### src/rtl/evq_pkg.sv
package evq_pkg;
    localparam int PORT_W    = 4;
    localparam int FLAG_W    = 7;
    localparam int SRC_BYTES = 6;
    localparam int SRC_W     = 8 * SRC_BYTES;
    localparam int IDX_W     = $clog2(SRC_BYTES);
    localparam int HDR_PAD   = 7 - PORT_W;

    typedef struct packed {
        logic [PORT_W-1:0] port;
        logic [FLAG_W-1:0] flags;
        logic [SRC_W-1:0]  src;
    } evq_entry_t;

    typedef enum logic [1:0] {
        ST_HDR   = 2'd0,
        ST_FLAGS = 2'd1,
        ST_ADDR  = 2'd2
    } evq_state_t;
endpackage

### src/rtl/evq_store.sv
module evq_store
    import evq_pkg::*;
#(
    parameter int DEPTH = 8
) (
    input  logic       clk,
    input  logic       rst_n,
    input  logic       push_req,
    input  evq_entry_t push_data,
    input  logic       pop,
    output evq_entry_t head,
    output logic       empty,
    output logic       full
);
    localparam int AW = $clog2(DEPTH);
    localparam int PW = AW + 1;

    logic [PW-1:0] wr_ptr;
    logic [PW-1:0] rd_ptr;
    evq_entry_t    mem [DEPTH];
    logic          push_ok;

    assign empty   = (wr_ptr == rd_ptr);
    assign full    = (wr_ptr[AW] != rd_ptr[AW]) &&
                     (wr_ptr[AW-1:0] == rd_ptr[AW-1:0]);
    // a pop in the same cycle frees the slot being written
    assign push_ok = push_req && (!full || pop);
    assign head    = mem[rd_ptr[AW-1:0]];

    always_ff @(posedge clk or negedge rst_n) begin
        if (!rst_n) begin
            wr_ptr <= '0;
            rd_ptr <= '0;
        end else begin
            if (push_ok) wr_ptr <= wr_ptr + PW'(1);
            if (pop)     rd_ptr <= rd_ptr + PW'(1);
        end
    end

    always_ff @(posedge clk) begin
        if (push_ok) mem[wr_ptr[AW-1:0]] <= push_data;
    end
endmodule

### src/rtl/evq_read_fsm.sv
module evq_read_fsm
    import evq_pkg::*;
(
    input  logic             clk,
    input  logic             rst_n,
    input  logic             rd_acc,
    input  logic             fifo_empty,
    output evq_state_t       state,
    output logic [IDX_W-1:0] addr_idx,
    output logic             pop
);
    localparam logic [IDX_W-1:0] LAST_IDX = IDX_W'(SRC_BYTES - 1);

    evq_state_t       state_q, state_n;
    logic [IDX_W-1:0] idx_q, idx_n;

    // state register
    always_ff @(posedge clk or negedge rst_n) begin
        if (!rst_n) begin
            state_q <= ST_HDR;
            idx_q   <= '0;
        end else begin
            state_q <= state_n;
            idx_q   <= idx_n;
        end
    end

    // transitions
    always_comb begin
        state_n = state_q;
        idx_n   = idx_q;
        unique case (state_q)
            ST_HDR: begin
                if (rd_acc && !fifo_empty) state_n = ST_FLAGS;   // HDR_TO_FLAGS
            end
            ST_FLAGS: begin
                if (rd_acc) begin                                // FLAGS_TO_ADDR
                    state_n = ST_ADDR;
                    idx_n   = '0;
                end
            end
            ST_ADDR: begin
                if (rd_acc) begin
                    if (idx_q == LAST_IDX) begin                 // ADDR_TO_HDR
                        state_n = ST_HDR;
                        idx_n   = '0;
                    end else begin                               // ADDR_STEP
                        idx_n = idx_q + IDX_W'(1);
                    end
                end
            end
            default: begin
                state_n = ST_HDR;
                idx_n   = '0;
            end
        endcase
    end

    // outputs
    always_comb begin
        state    = state_q;
        addr_idx = idx_q;
        pop      = (state_q == ST_ADDR) && rd_acc && (idx_q == LAST_IDX);
    end
endmodule

### src/rtl/evq_byte_mux.sv
module evq_byte_mux
    import evq_pkg::*;
(
    input  evq_state_t       state,
    input  logic [IDX_W-1:0] addr_idx,
    input  logic             fifo_empty,
    input  evq_entry_t       head,
    output logic [7:0]       byte_o
);
    logic [7:0] src_b [SRC_BYTES];

    for (genvar g = 0; g < SRC_BYTES; g++) begin : g_src
        assign src_b[g] = head.src[8*g +: 8];
    end

    always_comb begin
        unique case (state)
            ST_HDR:   byte_o = fifo_empty ? 8'h00
                                          : {1'b1, {HDR_PAD{1'b0}}, head.port};
            ST_FLAGS: byte_o = {1'b0, head.flags};
            ST_ADDR:  byte_o = src_b[addr_idx];
            default:  byte_o = 8'h00;
        endcase
    end
endmodule

### src/rtl/evq_byte_port.sv
module evq_byte_port
    import evq_pkg::*;
#(
    parameter int DEPTH = 8
) (
    input  logic              clk,
    input  logic              rst_n,
    input  logic              evt_stb,
    input  logic [PORT_W-1:0] evt_port,
    input  logic [FLAG_W-1:0] evt_flags,
    input  logic [SRC_W-1:0]  evt_src,
    input  logic              acc_stb,
    input  logic              acc_we,
    output logic [7:0]        rd_data
);
    evq_entry_t       cap_entry;
    evq_entry_t       head;
    evq_state_t       state;
    logic [IDX_W-1:0] addr_idx;
    logic             fifo_empty;
    logic             fifo_full;
    logic             pop;
    logic             rd_acc;

    assign rd_acc          = acc_stb && !acc_we;
    assign cap_entry.port  = evt_port;
    assign cap_entry.flags = evt_flags;
    assign cap_entry.src   = evt_src;

    evq_store #(.DEPTH(DEPTH)) store_i (
        .clk       (clk),
        .rst_n     (rst_n),
        .push_req  (evt_stb),
        .push_data (cap_entry),
        .pop       (pop),
        .head      (head),
        .empty     (fifo_empty),
        .full      (fifo_full)
    );

    evq_read_fsm fsm_i (
        .clk        (clk),
        .rst_n      (rst_n),
        .rd_acc     (rd_acc),
        .fifo_empty (fifo_empty),
        .state      (state),
        .addr_idx   (addr_idx),
        .pop        (pop)
    );

    evq_byte_mux mux_i (
        .state      (state),
        .addr_idx   (addr_idx),
        .fifo_empty (fifo_empty),
        .head       (head),
        .byte_o     (rd_data)
    );
endmodule

### config.mk
export PLATFORM = sky130hd
export DESIGN_NAME = evq_byte_port
export DESIGN_NICKNAME = d
export VERILOG_FILES = /design/src/rtl/evq_pkg.sv /design/src/rtl/evq_store.sv /design/src/rtl/evq_read_fsm.sv /design/src/rtl/evq_byte_mux.sv /design/src/rtl/evq_byte_port.sv
export SDC_FILE = /design/constraint.sdc
export NUM_CORES = 1
export LEC_CHECK = 0
export ABC_AREA = 1
export ABC_CLOCK_PERIOD_IN_PS = 4300
export BUFFER_PORTS_ARGS = -buffer_cell sky130_fd_sc_hd__buf_2
export CAP_MARGIN = 10
export CORE_ASPECT_RATIO = 0.8
export CORE_MARGIN = 5
export CORE_UTILIZATION = 42
export CTS_BUF_LIST = sky130_fd_sc_hd__clkbuf_8
export DETAILED_ROUTE_END_ITERATION = 6
export PLACE_DENSITY = 0.7
export SYNTH_ARGS = -nofsm -noshare
export SYNTH_HDL_FRONTEND = slang
export SYNTH_SLANG_ARGS = --single-unit
export TNS_END_PERCENT = 100
### constraint.sdc
create_clock -name clk -period 4.3 [get_ports clk]
set_input_delay 0.43 -clock clk [delete_from_list [all_inputs] [get_ports clk]]
set_output_delay 0.43 -clock clk [all_outputs]
set_load 0.02 [all_outputs]
==> metrics.cfg <==
[status]
outcome = complete, no violations

[synthesis]
avgSynthCellArea_um2 = 11.92
ys_seq_elements = 485
synth_async_sr_flop_share = 0.02680
ys_types = 29
synth_nets = 1734
ys_seq_area_frac = 0.7291
syn_area_mm2 = 0.01989
syn_inst = 1668
synth_edf_count = 472
ys.flop_type = edfxtp_1
yosys_warnings = 0

[floorplanning]
io_pins = 72
start_util = 0.4240
coreArea_mm2 = 0.04691
fp.dieW_um = 253.3
die_h_um = 204.6
rows = 71
dieArea_mm2 = 0.05183

[clock_network]
clk-insertion-delay-late_ps = 630
cts_tree = done
cts_buffer_depth = 3
clkSinkCount = 485
clk_pin_slew_ps = 70
htree_levels = 3
cts_buffers = 74
postCtsSetupRepairBufs = 0
cts_root_buf = clkbuf_8

[sta]
fin_crit_sh = 0.8697
rsz0062_at_grt = no
maxSlewViolCount = 0
timing.fmax_ghz = 0.2674
setup_violations = 0
hold_viol = 0
worstMarginPinSlew_ps = 1034
period_needed_ps = 3740
clock_skew_ps = 29.53
max-slew-margin-rel = 0.3081

[grt]
track_usage = 0.1812
grt_antenna_before_repair = 7
grt_pass1_wl_um = 73000
grt_max_degree = 152
grt_pass1_vias = 12370
overflow = 0

[layout]
fin_util = 0.4743
num-nets-final = 1817
final_cell_mix = edfxtp_1, nand2_1, nor2_1
final_common_cell = edfxtp_1
area_delta_synth_final_pct = 11.87
final_area_mm2 = 0.02225
drive_above_1_share = 0.1153

[worst_setup_path]
arrival_ps = 3310
rr_startpoint = fsm_i.addr_idx[0]
path_class = flip-flop to primary output
cp-endpoint = rd_data[3]
path_max_fanout = 66
r2r_setup_slack_ps = 1340
cp-end-kind = primary output
critPathLaunch = store_i.rd_ptr[0]
worstRegToRegCells = 8
startpoint_type = flip-flop
worstReg2RegEnd = store_i.mem[2][49]
crit_required_ps = 3870

[flow_run]
max-cap-violations = 0

[place]
port_buffers = 71
gp_congestion = 0.7785
place_area_mm2 = 0.02091
place_hpwl_um = 25670

[pwr]
leakage_nw = 8.046
ir_drop_uv = 242.7
powerDensity_mw_per_mm2 = 569.5

[route]
ant_nets = 0
drt_wl_total_um = 46980
firstDrtPassIters = 6
post_drt_via_cell_ratio = 5.258
first_iter_violations = 1472
wl_per_cell_um = 19.37
vias = 12750
drc = 0

[min_path]
hold_path.class = input port to flip-flop
hp-start = evt_src[39]

-- critical path, stage by stage (launching register included) --
cell and delay, ps:
dfrtp_4 590, inv_6 430, buf_4 340, nand2_1 70
nand2_1 60, nand2_1 50, nand3_1 100, nand3_1 130
nand2_1 130, nand2_1 60, nand2_1 80, nand2_1 70
nand2_1 120, nand2_1 100, nand3_1 90, buf_2 180
-- report_power, final --
part | switching, W | internal (W) | total (W) | leakage (nW)
combinational | 0.00222 | 0.000884 | 0.00311 | 2.87
clock | 0.00174 | 0.00176 | 0.00350 | 0.734
sequential | 0.000190 | 0.00588 | 0.00607 | 4.44
-- layer usage --
metal / part of all wire / vias to the layer above / routed length [µm] / global-route usage
li1: - / 6004 / - / -
met1: 0.44 / 6121 / 20740 / 0.2597
met2: 0.46 / 532 / 21480 / 0.2771
met3: 0.082 / 81 / 3873 / 0.04912
met4: 0.017 / 12 / 806 / 0.04684
met5: 0.0018 / - / 86 / 0
-- cells by family after synthesis --
group	share of synthesized area
fa+ha+maj	0.001258
buf+inv	0.04555
compound gates	0.06883
flops	0.7291
simple gates	0.1518
xor+xnor	0.003523
-- flip-flops by register name, summed over array words and instances (netlist names) --
name	cells
store_i.mem	472
fsm_i.addr_idx	3
store_i.rd_ptr	4
store_i.wr_ptr	4
fsm_i.state	2
-- how the worst min path moves through the flow --
| stage | cells after the start | slack, ps | end |
|---|---|---|---|
| floorplan | 0 | 130 | fsm_i.addr_idx[0] |
| global placement | 1 | 350 | store_i.wr_ptr[2] |
| detailed placement | 1 | 350 | store_i.wr_ptr[2] |
| finish | 1 | 60 | store_i.mem[6][39] |
| global route | 1 | 30 | store_i.mem[6][39] |
| CTS | 1 | 20 | store_i.mem[6][39] |
-- synthesized netlist by cell type, drive strengths merged (2+ instances only) --
library cell	count	area, µm²
nand2	323	1217
a21oi	6	30.03
xor2	7	61.31
nor2	273	1030
inv	82	307.8
ha	2	25.02
dfrtp	13	325.3
clkbuf	30	112.6
o22ai	15	93.84
o21ai	174	870.8
o221ai	11	96.34
nand3	147	735.7
clkinv	6	22.52
o211ai	35	262.8
buf	66	462.9
edfxtp	472	14170
-- layout make-up --
class                      count  area (µm²)
antenna                        1       2.502
clock buffer                  76        1046
clock inverter                53       277.8
fill                        4138       24660
inverter                      88       336.6
multi-input combinational    999        4539
sequential                   485       14510
tap                          620       775.7
timing repair buffer         103       760.7
-- through the flow --
step | worst slack, ps | hold WS (ps) | power (W) | cells | TNS, ps
after CTS | 589.3 | 19.60 | 0.01274 | 2424 | 0
after global placement | 1299 | 349.1 | 0.009194 | 2294 | 0
after global routing | 326.5 | 28.79 | 0.01334 | 2424 | 0
final | 560.4 | 60.59 | 0.01267 | 2425 | 0
after detailed placement | 1297 | 354.0 | 0.009266 | 2294 | 0
after floorplan | -67.38 | 134.4 | 0.008224 | 1668 | -15900
-- timing repair --
item | CTS | global route
gates resized for setup | 0 | 0
hold endpoints to repair | 13 | 0
hold buffers | 1 | 0
Note: power is estimated with default switching activity, not from simulation.
